### config.mk
export PLATFORM = sky130hd
export DESIGN_NAME = timer_irq_stat
export DESIGN_NICKNAME = d
export VERILOG_FILES = /design/src/rtl/timer_irq_stat.sv
export SDC_FILE = /design/constraint.sdc
export NUM_CORES = 1
export LEC_CHECK = 0
export ABC_AREA = 1
export ABC_CLOCK_PERIOD_IN_PS = 800
export BUFFER_PORTS_ARGS = -buffer_cell sky130_fd_sc_hd__buf_2
export CORE_MARGIN = 1.5
export CORE_UTILIZATION = 31
export CTS_BUF_LIST = sky130_fd_sc_hd__clkbuf_8 sky130_fd_sc_hd__clkbuf_16
export CTS_CLUSTER_DIAMETER = 120
export DETAILED_ROUTE_END_ITERATION = 10
export PLACE_DENSITY = 0.75
export SETUP_SLACK_MARGIN = 0.2
export SLEW_MARGIN = 20
export SYNTH_ARGS = -nofsm -noshare
export SYNTH_HDL_FRONTEND = slang
export SYNTH_SLANG_ARGS = --single-unit
### constraint.sdc
create_clock -name clk -period 0.8 [get_ports clk]
set_input_delay 0.08 -clock clk [delete_from_list [all_inputs] [get_ports clk]]
set_output_delay 0.08 -clock clk [all_outputs]
set_load 0.05 [all_outputs]
### src/rtl/timer_irq_stat.sv
module timer_irq_stat #(
  parameter int NCH    = 5,
  parameter int DATA_W = 32
) (
  input  logic              clk,
  input  logic              rst_n,
  input  logic [NCH-1:0]    expire_i,
  input  logic              wr_en,
  input  logic [DATA_W-1:0] wr_data,
  output logic [DATA_W-1:0] rd_data,
  output logic [NCH-1:0]    irq_o
);
  localparam int USED = 2 * NCH;

  logic [NCH-1:0] en_q, st_q, irq_q;
  logic [NCH-1:0] clr;

  assign clr = wr_en ? wr_data[USED-1:NCH] : '0;

  always_ff @(posedge clk or negedge rst_n) begin
    if (!rst_n) begin
      en_q  <= '0;
      st_q  <= '0;
      irq_q <= '0;
    end else begin
      if (wr_en) en_q <= wr_data[NCH-1:0];
      st_q  <= (st_q & ~clr) | expire_i;
      irq_q <= (irq_q & ~clr) | (expire_i & en_q);
    end
  end

  assign rd_data = {{(DATA_W-USED){1'b0}}, st_q, en_q};
  assign irq_o   = irq_q;
endmodule

==> impl_table.tex, run 1 <==
\begin{tabular}{lr}
\hline
Metric & Value \\
\hline
\multicolumn{2}{l}{\textbf{Outcome}} \\
\quad Result of the run & finished, violations left \\
\quad Violated checks & negative setup slack \\
\multicolumn{2}{l}{\textbf{Floorplan}} \\
\quad Starting density of the core & 33.24\% \\
\quad Standard cell core area & 0.002255 mm\^{}2 \\
\quad Die height & 52.17 um \\
\quad Top-level I/O count & 77 \\
\quad FP Rows & 17 \\
\quad Die width & 52.17 um \\
\quad Area of the die & 0.002722 mm\^{}2 \\
\multicolumn{2}{l}{\textbf{Yosys}} \\
\quad Cell Area, Synth & 749.5 um\^{}2 \\
\quad Number of standard cells after synthesis & 89 \\
\quad Yosys synthesis warning count & 0 \\
\quad Share of the yosys chip area belonging to registers & 50.08\% \\
\quad Synth Area per Inst & 8.421 um\^{}2 \\
\quad Number of different library cells in the post-synthesis netlist & 7 \\
\quad \#FFs+latches synth & 15 \\
\multicolumn{2}{l}{\textbf{Pwr}} \\
\quad Pwr dens & 2151 mW/mm\^{}2 \\
\quad Final Total Pwr & 0.002476 W \\
\quad Leak pwr & 0.6283 nW \\
\quad IR drop worst, VDD & 1.418 mV \\
\multicolumn{2}{l}{\textbf{Setup path}} \\
\quad Critical path's top delay family & flip-flops \\
\quad Type of destination of the critical path & output port \\
\quad Crit Path Max Fanout & 2 \\
\quad Critical path's slowest cell & sky130\_fd\_sc\_hd\_\_dfrtp\_2 \\
\quad Cell chain of the critical path & buf\_6 \\
\quad Number of buffer and inverter stages on the critical path & 1 \\
\quad Required time at the endpoint of the critical path & 720 ps \\
\quad Delay of the slowest cell on the worst path & 420 ps \\
\quad Start point of the critical path & en\_q[3] \\
\quad Data arrival at the endpoint of the critical path & 830 ps \\
\quad Category of the most critical setup path & flip-flop to output port \\
\quad Type of element launching the critical path & flip-flop \\
\quad Worst flop-to-flop path startpoint & en\_q[3] \\
\multicolumn{2}{l}{\textbf{Finish}} \\
\quad Number of antenna repair diodes & 0 \\
\quad Count of filler cells inserted in the layout & 230 \\
\quad Area growth from synthesis to layout & 53.59\% \\
\quad Layout cell share with drive strength beyond 1 & 55.97\% \\
\quad Final standard cell count with taps included and fillers excluded & 162 \\
\quad Multi-input gate area in the final layout & 266.5 um\^{}2 \\
\quad Most common cell after layout, fill and taps aside & sky130\_fd\_sc\_hd\_\_nand2\_1 \\
\quad Net total in the final layout & 175 \\
\quad Commonest non-fill, non-tap cells in the layout & sky130\_fd\_sc\_hd\_\_nand2\_1, sky130\_fd\_sc\_hd\_\_conb\_1, sky130\_fd\_sc\_hd\_\_buf\_6 \\
\quad Reg area & 394.1 um\^{}2 \\
\multicolumn{2}{l}{\textbf{CTS}} \\
\quad Sink Count & 15 \\
\quad Root Buffer & sky130\_fd\_sc\_hd\_\_clkbuf\_8 \\
\quad Number of buffers created by CTS & 3 \\
\quad Bufs on Longest Clock Path & 2 \\
\quad Clk Latency, worst-skew pair & 240 ps \\
\quad TritonCTS clock tree & yes \\
\quad Deepest level of the CTS H-tree & 1 \\
\quad Clk pin slew, worst setup/hold paths & 60 ps \\
\multicolumn{2}{l}{\textbf{Placement}} \\
\quad Placed wire-length estimate & 1031 um \\
\quad Port bufs & 32 \\
\quad Setup Slack @ Placement & 91.69 ps \\
\quad Global placement routability congestion & 0.6578 \\
\quad Total instance count after detailed placement & 147 \\
\multicolumn{2}{l}{\textbf{Timing}} \\
\quad Setup\_tns & -1456 ps \\
\quad Final Hold Slack & 35.65 ps \\
\quad Max-slew violation total from the final report & 0 \\
\quad Number of endpoints failing setup at the final stage & 19 \\
\quad Portion of the clock cycle consumed by the worst path in the final layout & 113.2\% \\
\quad Largest clock skew in the final design & 0.08085 ps \\
\quad Timing-limited maximum frequency & 1104 MHz \\
\quad Final critical-path required period & 905.8 ps \\
\quad Number of hold violations in the final report & 0 \\
\quad Unrepaired setup endpoints after global routing & yes \\
\quad Crit path setup slack, layout & -105.8 ps \\
\multicolumn{2}{l}{\textbf{Routing}} \\
\quad Iteration count of the initial detailed-routing pass & 2 \\
\quad Remaining antenna violation count & 0 \\
\quad Remaining DRCs & 0 \\
\quad Initial detailed-routing violation count & 5 \\
\quad Average vias per placed instance & 3.790 \\
\quad Detailed-route via count & 614 \\
\quad WL per Instance & 9.432 um \\
\quad Final wirelength & 1528 um \\
\multicolumn{2}{l}{\textbf{Job}} \\
\quad Number of maximum-capacitance constraint violations & 0 \\
\multicolumn{2}{l}{\textbf{Global routing}} \\
\quad Number of antenna violations at the first check in global routing & 0 \\
\quad Global-route usage over all layers & 12.16\% \\
\quad Via count of the first global-routing pass & 543 \\
\quad First-pass GRT wire length & 2339 um \\
\quad Maximum number of pins on one net before global-route repair & 16 \\
\quad GR Overflow Total & 0 \\
\multicolumn{2}{l}{\textbf{Worst hold path}} \\
\quad Tightest Hold Check Type & input pin to flip-flop \\
\quad Min-Delay Startpoint & expire\_i[2] \\
\hline
\end{tabular}
## flip-flops by register name, indices dropped and copies added, names as in the netlist
signal  count
st_q        5
en_q        5
irq_o       5
## layout make-up
class	instances	area share (%)
clock inverter	1	0.4348
inverter	10	3.261
clock buffer	3	3.587
multi-input combinational	62	23.15
timing repair buffer	43	32.28
sequential	15	34.24
tap	28	3.043
## stage by stage
| stage | cell area, um^2 | utilization, % |
|---|---|---|
| 2_1_floorplan | 847.1 | - |
| 3_3_place_gp | 865.8 | 38.40 |
| 3_5_place_dp | 865.8 | 38.40 |
| 4_1_cts | 1062 | 47.11 |
| 5_1_grt | 1151 | 51.05 |
| 6_report | 1151 | 51.05 |
## metal layers
layer | global-route usage, % | vias up | share of wire (%)
met2 | 23.63 | 32 | 54
met4 | 2.564 | 0 | 0
met3 | 5.143 | 0 | 7.2
li1 | - | 308 | -
met5 | 0 | - | 0
met1 | 11.75 | 274 | 39
## power breakdown
| part | switching (W) | internal, W | leakage [nW] | total, W |
|---|---|---|---|---|
| Clock | 0.000250 | 0.000344 | 0.0255 | 0.000594 |
| Combinational | 0.000664 | 0.000305 | 0.447 | 0.000969 |
| Sequential | 0.0000616 | 0.000851 | 0.155 | 0.000912 |
## path summary, 6_finish.rpt
kind	endpoint	slack (ps)	depth (start not counted)
worst max register to register	en_q[3]	-50	4
worst min-delay path	st_q[2]	40	3
worst max-delay path	rd_data[3]	-110	1
worst min register to register	st_q[1]	490	2
max in group asynchronous	en_q[1]	330	2
min in group asynchronous	irq_o[4]	270	2
## kinds of logic after synthesis
logic type / after synthesis / synth area share, %
AOI/OAI and AO/OA: 5 / 3.338
DFF: 15 / 50.08
and+or+nand+nor: 35 / 17.53
other: 1 / 0.5004
buffers and inverters: 33 / 28.55
## cells in the mapped netlist
library cell	instances	area (um^2)
sky130_fd_sc_hd__buf_6	1	11.26
sky130_fd_sc_hd__nand2_1	35	131.4
sky130_fd_sc_hd__o21ai_0	5	25.02
sky130_fd_sc_hd__conb_1	1	3.750
sky130_fd_sc_hd__buf_4	22	165.2
sky130_fd_sc_hd__inv_1	10	37.54
sky130_fd_sc_hd__dfrtp_1	15	375.4
## worst register-to-register path: cells and delay by family, from the launching register on
kind / cells / cell delay [ps]
buffers and inverters: 3 / 270
AOI/OAI and AO/OA: 1 / 40
DFF: 1 / 420
## timing repair
item,CTS,global route
hold endpoints to repair,15,0
cloned,0,0
pin swaps,5,6
setup buffers,4,6
endpoints found under the setup margin,30,45
gates resized for setup,37,16
hold buffers,1,0
Power figures use the tool's default switching activity.
==> inputs of run 2 (changes only) <==
--- a/config.mk
+++ b/config.mk
@@ -13,7 +13,8 @@
 export CTS_BUF_LIST = sky130_fd_sc_hd__clkbuf_8 sky130_fd_sc_hd__clkbuf_16
 export CTS_CLUSTER_DIAMETER = 120
 export DETAILED_ROUTE_END_ITERATION = 10
-export PLACE_DENSITY = 0.75
+export HOLD_SLACK_MARGIN = 0.03
+export PLACE_DENSITY = 0.82
 export SETUP_SLACK_MARGIN = 0.2
 export SLEW_MARGIN = 20
 export SYNTH_ARGS = -nofsm -noshare
==> run 2 against run 1 <==
Net effect: clock power grew 1%; critical path depth is the same; sequential share of layout area grew 2.1 points; first-iteration DRC count shrank 80%; wire length shrank 5.1%; global-route usage shrank 0.62 points; the flow still finishes with violations (negative setup slack); register-to-register slack gained 100 ps; largest power group unchanged; critical path type unchanged.
==> impl_table.tex, run 2 (same netlist as run 1, synthesis figures left out) <==
\begin{tabular}{lr}
\hline
Metric & Value \\
\hline
\multicolumn{2}{l}{\textbf{Placement}} \\
\quad Dpl cell area & 865.8 um\^{}2 \\
\quad Placed wire-length estimate & 1010 um \\
\quad Total instance count after detailed placement & 147 \\
\quad Port bufs & 32 \\
\quad Global placement routability congestion & 0.6646 \\
\multicolumn{2}{l}{\textbf{Global routing}} \\
\quad Global-route usage over all layers & 11.54\% \\
\quad Via count of the first global-routing pass & 554 \\
\quad First-pass GRT wire length & 2242 um \\
\quad GR Overflow Total & 0 \\
\quad Number of antenna violations at the first check in global routing & 0 \\
\quad Maximum number of pins on one net before global-route repair & 16 \\
\multicolumn{2}{l}{\textbf{Worst hold path}} \\
\quad Hold path depth & 3 \\
\quad Tightest Hold Check Type & input pin to flip-flop \\
\quad Min-Delay Startpoint & wr\_data[1] \\
\quad Worst Hold Path EP & en\_q[1] \\
\multicolumn{2}{l}{\textbf{Timing}} \\
\quad Number of hold violations in the final report & 0 \\
\quad Number of endpoints failing setup at the final stage & 15 \\
\quad Portion of the clock cycle consumed by the worst path in the final layout & 113.2\% \\
\quad Final critical-path required period & 905.2 ps \\
\quad Unrepaired setup endpoints after global routing & yes \\
\quad Timing-limited maximum frequency & 1105 MHz \\
\quad Max-slew violation total from the final report & 0 \\
\quad Final Hold Slack & 36.71 ps \\
\quad Crit path setup slack, layout & -105.2 ps \\
\quad Largest clock skew in the final design & 0.2628 ps \\
\multicolumn{2}{l}{\textbf{CTS}} \\
\quad Clk pin slew, worst setup/hold paths & 60 ps \\
\quad Root Buffer & sky130\_fd\_sc\_hd\_\_clkbuf\_8 \\
\quad Clk Latency, worst-skew pair & 240 ps \\
\quad Bufs on Longest Clock Path & 2 \\
\quad TritonCTS clock tree & yes \\
\quad Sink Count & 15 \\
\quad Number of buffers created by CTS & 3 \\
\quad Deepest level of the CTS H-tree & 1 \\
\multicolumn{2}{l}{\textbf{Setup path}} \\
\quad Number of buffer and inverter stages on the critical path & 1 \\
\quad Type of destination of the critical path & output port \\
\quad Required time at the endpoint of the critical path & 720 ps \\
\quad Destination of the worst register-to-register timing path & en\_q[2] \\
\quad Cell chain of the critical path & buf\_6 \\
\quad Register-to-register setup slack & 50 ps \\
\quad FF-to-FF path depth & 3 \\
\quad Critical path's top delay family & flip-flops \\
\quad Data arrival at the endpoint of the critical path & 830 ps \\
\quad Category of the most critical setup path & flip-flop to output port \\
\quad Delay of the slowest cell on the worst path & 430 ps \\
\quad Crit Path Max Fanout & 3 \\
\quad Number of gates on the worst path with buffers counted & 1 \\
\quad Worst flop-to-flop path startpoint & en\_q[2] \\
\quad Critical path's slowest cell & sky130\_fd\_sc\_hd\_\_dfrtp\_2 \\
\quad Type of element launching the critical path & flip-flop \\
\multicolumn{2}{l}{\textbf{Pwr}} \\
\quad IR drop worst, VDD & 1.148 mV \\
\quad Pwr dens & 2238 mW/mm\^{}2 \\
\quad Final Total Pwr & 0.002430 W \\
\quad Leak pwr & 0.5895 nW \\
\multicolumn{2}{l}{\textbf{Finish}} \\
\quad Layout cell share with drive strength beyond 1 & 53.54\% \\
\quad Final standard cell count with taps included and fillers excluded & 155 \\
\quad Net total in the final layout & 168 \\
\quad Number of antenna repair diodes & 0 \\
\quad Most common cell after layout, fill and taps aside & sky130\_fd\_sc\_hd\_\_nand2\_1 \\
\quad Count of filler cells inserted in the layout & 242 \\
\quad Commonest non-fill, non-tap cells in the layout & sky130\_fd\_sc\_hd\_\_nand2\_1, sky130\_fd\_sc\_hd\_\_conb\_1, sky130\_fd\_sc\_hd\_\_buf\_6 \\
\quad Post-route standard cell area excluding fillers & 0.001086 mm\^{}2 \\
\quad Reg area & 394.1 um\^{}2 \\
\quad Area growth from synthesis to layout & 44.91\% \\
\quad Multi-input gate area in the final layout & 269.0 um\^{}2 \\
\quad Share of the core filled with cells in the final layout & 48.17\% \\
\multicolumn{2}{l}{\textbf{Floorplan}} \\
\quad Die height & 52.17 um \\
\quad Top-level I/O count & 77 \\
\quad Area of the die & 0.002722 mm\^{}2 \\
\quad Standard cell core area & 0.002255 mm\^{}2 \\
\quad Die width & 52.17 um \\
\quad Starting density of the core & 33.24\% \\
\quad FP Rows & 17 \\
\multicolumn{2}{l}{\textbf{Routing}} \\
\quad Initial detailed-routing violation count & 1 \\
\quad Remaining antenna violation count & 0 \\
\quad Final wirelength & 1450 um \\
\quad Remaining DRCs & 0 \\
\quad Average vias per placed instance & 3.748 \\
\quad Iteration count of the initial detailed-routing pass & 4 \\
\quad WL per Instance & 9.355 um \\
\quad Detailed-route via count & 581 \\
\multicolumn{2}{l}{\textbf{Outcome}} \\
\quad Result of the run & finished, violations left \\
\quad Violated checks & negative setup slack \\
\multicolumn{2}{l}{\textbf{Job}} \\
\quad Number of maximum-capacitance constraint violations & 0 \\
\hline
\end{tabular}
-- run 2: cell types whose count changed in the layout (fill, tap and decap cells not counted) --
cell / previous run / this run
sky130_fd_sc_hd__inv_2: 4 / 3
sky130_fd_sc_hd__nand2_1: 27 / 26
sky130_fd_sc_hd__nand2_2: 8 / 9
sky130_fd_sc_hd__inv_1: 6 / 7
sky130_fd_sc_hd__buf_4: 3 / 0
sky130_fd_sc_hd__buf_6: 21 / 17
-- run 2: power breakdown --
group	internal, W	total [W]	switching, W
registers	0.000851	0.000914	0.0000635
logic	0.000265	0.000916	0.000651
clock network	0.000344	0.000601	0.000256
-- run 2: worst max-delay path by stage --
| stage | startpoint | end | slack (ps) |
|---|---|---|---|
| global route | en_q[3] | rd_data[3] | -130 |
| detailed placement | wr_en | irq_o[3] | 90 |
| floorplan | en_q[0] | en_q[0] | 50 |
| finish | en_q[0] | rd_data[0] | -110 |
| CTS | en_q[2] | rd_data[2] | -100 |
| global placement | wr_en | irq_o[1] | 120 |
-- run 2: layout make-up --
type	instances	share of cell area (%)
inverters	10	3.456
repair buffers	36	28.00
multi-input cells	62	24.77
flip-flops and latches	15	36.29
clock inverters	1	0.4608
clock buffers	3	3.802
well taps	28	3.226
-- run 2: layer usage --
layer  GRT usage, %  share of wire (%)  vias up
met5              0                  0        -
met4          2.564                  0        0
met3          6.000                7.0        0
met2          21.73                 54       33
met1          10.99                 39      256
li1               -                  -      292
-- run 2: timing repair --
action / 4_1_cts / 5_1_grt
gates resized for setup: 32 / 17
hold buffers: 1 / 0
setup endpoints to repair: 30 / 45
endpoints found under the hold margin: 16 / 0
pin swaps: 2 / 4
setup buffers: 2 / 1
gates cloned: 0 / 0
-- run 2: stage by stage --
step,setup TNS [ps],setup slack (ps)
2_1_floorplan,0,51.53
3_3_place_gp,0,115.5
3_5_place_dp,0,85.67
4_1_cts,-1411,-103.1
5_1_grt,-1797,-129.1
6_report,-1355,-105.2
==> inputs of run 3 (changes only) <==
--- a/config.mk
+++ b/config.mk
@@ -5,16 +5,16 @@
 export SDC_FILE = /design/constraint.sdc
 export NUM_CORES = 1
 export LEC_CHECK = 0
-export ABC_AREA = 1
 export ABC_CLOCK_PERIOD_IN_PS = 800
 export BUFFER_PORTS_ARGS = -buffer_cell sky130_fd_sc_hd__buf_2
+export CORE_ASPECT_RATIO = 0.9
 export CORE_MARGIN = 1.5
-export CORE_UTILIZATION = 31
+export CORE_UTILIZATION = 30
 export CTS_BUF_LIST = sky130_fd_sc_hd__clkbuf_8 sky130_fd_sc_hd__clkbuf_16
 export CTS_CLUSTER_DIAMETER = 120
 export DETAILED_ROUTE_END_ITERATION = 10
 export HOLD_SLACK_MARGIN = 0.03
-export PLACE_DENSITY = 0.82
+export PLACE_DENSITY = 0.8
 export SETUP_SLACK_MARGIN = 0.2
 export SLEW_MARGIN = 20
 export SYNTH_ARGS = -nofsm -noshare
==> run 3 against run 2 <==
Net effect: critical path type unchanged; critical path depth is the same; clock power shrank 3%; sequential power grew 1%; the flow still finishes with violations (negative setup slack); non-clock buffer count shrank 2; combinational power shrank 3.7%; critical endpoint is now rd_data[4]; area after synthesis shrank 2.5%; core utilization shrank 3.3 points; worst hold slack gained 2.8 ps; clock-buffer cell count is the same.
==> impl_table.tex, run 3 <==
\begin{tabular}{lr}
\hline
Metric & Value \\
\hline
\multicolumn{2}{l}{\textbf{Pwr}} \\
\quad Clock network power share & 24.4\% \\
\quad Pwr dens & 2378 mW/mm\^{}2 \\
\quad IR drop worst, VDD & 1.289 mV \\
\quad Leak pwr & 0.5111 nW \\
\quad Net switching power figure & 0.0009268 W \\
\quad Combinational Power Share & 36.9\% \\
\quad Cell-internal power & 0.001465 W \\
\quad Sequential share of power & 38.8\% \\
\quad Switching fraction of total power & 38.75\% \\
\multicolumn{2}{l}{\textbf{CTS}} \\
\quad Root Buffer & sky130\_fd\_sc\_hd\_\_clkbuf\_8 \\
\quad TritonCTS clock tree & yes \\
\quad Bufs on Longest Clock Path & 2 \\
\quad Number of buffers created by CTS & 3 \\
\quad Clk Latency, worst-skew pair & 240 ps \\
\quad Clk pin slew, worst setup/hold paths & 60 ps \\
\quad Sink Count & 15 \\
\quad Deepest level of the CTS H-tree & 1 \\
\multicolumn{2}{l}{\textbf{Placement}} \\
\quad Global placement routability congestion & 0.6348 \\
\quad Dpl cell area & 845.8 um\^{}2 \\
\quad Placed wire-length estimate & 974.4 um \\
\quad Port bufs & 32 \\
\quad Setup Slack @ Placement & 11.23 ps \\
\quad Total instance count after detailed placement & 116 \\
\multicolumn{2}{l}{\textbf{Yosys}} \\
\quad Cells taking the most area after synthesis & sky130\_fd\_sc\_hd\_\_dfrtp\_1, sky130\_fd\_sc\_hd\_\_buf\_4, sky130\_fd\_sc\_hd\_\_mux2\_4 \\
\quad Number of different library cells in the post-synthesis netlist & 8 \\
\quad Number of standard cells after synthesis & 59 \\
\quad Synth Area per Inst & 12.38 um\^{}2 \\
\quad Yosys synthesis warning count & 0 \\
\quad Largest area contributor in the synthesized netlist & sky130\_fd\_sc\_hd\_\_dfrtp\_1 \\
\quad Most used standard cells in the synthesized netlist & sky130\_fd\_sc\_hd\_\_buf\_4, sky130\_fd\_sc\_hd\_\_dfrtp\_1 \\
\quad \#FFs+latches synth & 15 \\
\quad Count leader, synth & sky130\_fd\_sc\_hd\_\_buf\_4 \\
\quad Share of the yosys chip area belonging to registers & 51.37\% \\
\quad Number of enable flip-flop cells after synthesis & 0 \\
\quad Adder-Cell Fraction of Synth Area & 0\% \\
\quad Post-synthesis xor/xnor area fraction & 0\% \\
\quad Mux share of post-synthesis cell area & 10.27\% \\
\quad Ys flop type & sky130\_fd\_sc\_hd\_\_dfrtp\_1 \\
\quad Compound-gate portion of the synthesized area & 11.13\% \\
\quad Combinational family with the most area after synthesis & buffers and inverters \\
\quad Proportion of synthesized flip-flops having asynchronous set or reset & 100.0\% \\
\quad Post-synthesis share of cell area spent on and, or, nand and nor gates & 2.568\% \\
\quad Yosys top cell area share & 51.37\% \\
\quad Cell Area, Synth & 730.7 um\^{}2 \\
\multicolumn{2}{l}{\textbf{Outcome}} \\
\quad Violated checks & negative setup slack \\
\quad Result of the run & finished, violations left \\
\multicolumn{2}{l}{\textbf{Setup path}} \\
\quad Endpoint of the most critical setup path & rd\_data[4] \\
\quad Number of buffer and inverter stages on the critical path & 1 \\
\quad Crit Path Max Fanout & 3 \\
\quad Start point of the critical path & en\_q[4] \\
\quad Destination of the worst register-to-register timing path & en\_q[0] \\
\quad Cell chain of the critical path & buf\_6 \\
\quad Required time at the endpoint of the critical path & 720 ps \\
\quad Worst flop-to-flop path startpoint & en\_q[0] \\
\quad Critical path's top delay family & flip-flops \\
\quad Type of destination of the critical path & output port \\
\quad Delay of the slowest cell on the worst path & 420 ps \\
\quad Data arrival at the endpoint of the critical path & 820 ps \\
\quad Register-to-register setup slack & -10 ps \\
\quad Number of gates on the worst path with buffers counted & 1 \\
\quad Category of the most critical setup path & flip-flop to output port \\
\quad FF-to-FF path depth & 1 \\
\quad Type of element launching the critical path & flip-flop \\
\quad Critical path's slowest cell & sky130\_fd\_sc\_hd\_\_dfrtp\_2 \\
\multicolumn{2}{l}{\textbf{Timing}} \\
\quad Crit path setup slack, layout & -101.6 ps \\
\quad Max-slew violation total from the final report & 0 \\
\quad Unrepaired setup endpoints after global routing & yes \\
\quad Final Hold Slack & 39.46 ps \\
\quad Final critical-path required period & 901.6 ps \\
\quad Number of endpoints failing setup at the final stage & 20 \\
\quad Portion of the clock cycle consumed by the worst path in the final layout & 112.7\% \\
\quad Timing-limited maximum frequency & 1109 MHz \\
\quad Largest clock skew in the final design & 0.1556 ps \\
\quad Number of hold violations in the final report & 0 \\
\multicolumn{2}{l}{\textbf{Routing}} \\
\quad Detailed-route via count & 487 \\
\quad Remaining antenna violation count & 0 \\
\quad Iteration count of the initial detailed-routing pass & 1 \\
\quad Remaining DRCs & 0 \\
\quad Initial detailed-routing violation count & 0 \\
\quad WL per Instance & 11.19 um \\
\quad Average vias per placed instance & 3.992 \\
\quad Final wirelength & 1365 um \\
\multicolumn{2}{l}{\textbf{Job}} \\
\quad Number of maximum-capacitance constraint violations & 0 \\
\multicolumn{2}{l}{\textbf{Floorplan}} \\
\quad Die height & 49.82 um \\
\quad FP Rows & 16 \\
\quad Top-level I/O count & 77 \\
\quad Starting density of the core & 32.59\% \\
\quad Area of the die & 0.002741 mm\^{}2 \\
\quad Standard cell core area & 0.002242 mm\^{}2 \\
\quad Die width & 55.02 um \\
\multicolumn{2}{l}{\textbf{Finish}} \\
\quad Number of antenna repair diodes & 0 \\
\quad Layout cell share with drive strength beyond 1 & 60.00\% \\
\quad Final standard cell count with taps included and fillers excluded & 122 \\
\quad Count of filler cells inserted in the layout & 202 \\
\quad Most common cell after layout, fill and taps aside & sky130\_fd\_sc\_hd\_\_conb\_1 \\
\quad Net total in the final layout & 136 \\
\quad Commonest non-fill, non-tap cells in the layout & sky130\_fd\_sc\_hd\_\_conb\_1, sky130\_fd\_sc\_hd\_\_buf\_2, sky130\_fd\_sc\_hd\_\_dfrtp\_2, sky130\_fd\_sc\_hd\_\_buf\_6 \\
\quad Post-route standard cell area excluding fillers & 0.001006 mm\^{}2 \\
\quad Area growth from synthesis to layout & 37.67\% \\
\quad Share of the core filled with cells in the final layout & 44.87\% \\
\multicolumn{2}{l}{\textbf{Global routing}} \\
\quad Global-route usage over all layers & 11.85\% \\
\quad Maximum number of pins on one net before global-route repair & 16 \\
\quad First-pass GRT wire length & 2332 um \\
\quad Via count of the first global-routing pass & 530 \\
\quad GR Overflow Total & 0 \\
\quad Number of antenna violations at the first check in global routing & 0 \\
\multicolumn{2}{l}{\textbf{Worst hold path}} \\
\quad Min-Delay Startpoint & expire\_i[4] \\
\quad Tightest Hold Check Type & input pin to flip-flop \\
\hline
\end{tabular}
## run 3: stage by stage
step                      total power, W  TNS (ps)
after global placement          0.001671         0
after global routing            0.002509     -1852
after floorplan                 0.001615    -824.0
after CTS                       0.002403     -1447
final                           0.002392     -1373
after detailed placement        0.001686         0
## run 3: worst min-delay path by stage
stage	to	slack [ps]	depth (start not counted)
detailed placement	irq_o[0]	-3	1
global placement	st_q[0]	-7	1
floorplan	en_q[0]	-220	0
CTS	st_q[4]	30	2
finish	st_q[4]	40	2
global route	st_q[0]	30	2
## run 3: cell families after synthesis
kind of cell    Yosys count
buf+inv                  23
compound gates           10
mux                       5
simple gates              5
other cells               1
flops                    15
## run 3: layer usage
layer  routed length [um]  track usage (%)  vias up
met5                    0                0        -
met4                    0            4.878        0
met3                  101            2.424        0
met2                  746            19.44       33
met1                  517            14.76      230
li1                     -                -      224
## run 3: final cells by class
cell class	instances	area [um^2]	area share, %
clock buffers	3	41.29	4.104
well taps	27	33.78	3.358
clock inverters	1	5.005	0.4975
multi-input cells	42	257.7	25.62
flip-flops and latches	15	394.1	39.18
repair buffers	34	274.0	27.24
## run 3: power groups by stage
stage	combinational [W]	clock (W)	sequential (W)
2_1_floorplan	0.000414	0	0.00120
3_3_place_gp	0.000760	0	0.000911
3_5_place_dp	0.000772	0	0.000914
4_1_cts	0.000874	0.000604	0.000925
5_1_grt	0.000922	0.000650	0.000937
6_report	0.000882	0.000583	0.000927
## run 3: repair_timing
item                       CTS  global route
buffers inserted             0             1
setup endpoints to repair   30            45
pin swaps                    1             1
hold endpoints to repair    16             0
hold buffers                 1             0
resized for setup           30             1
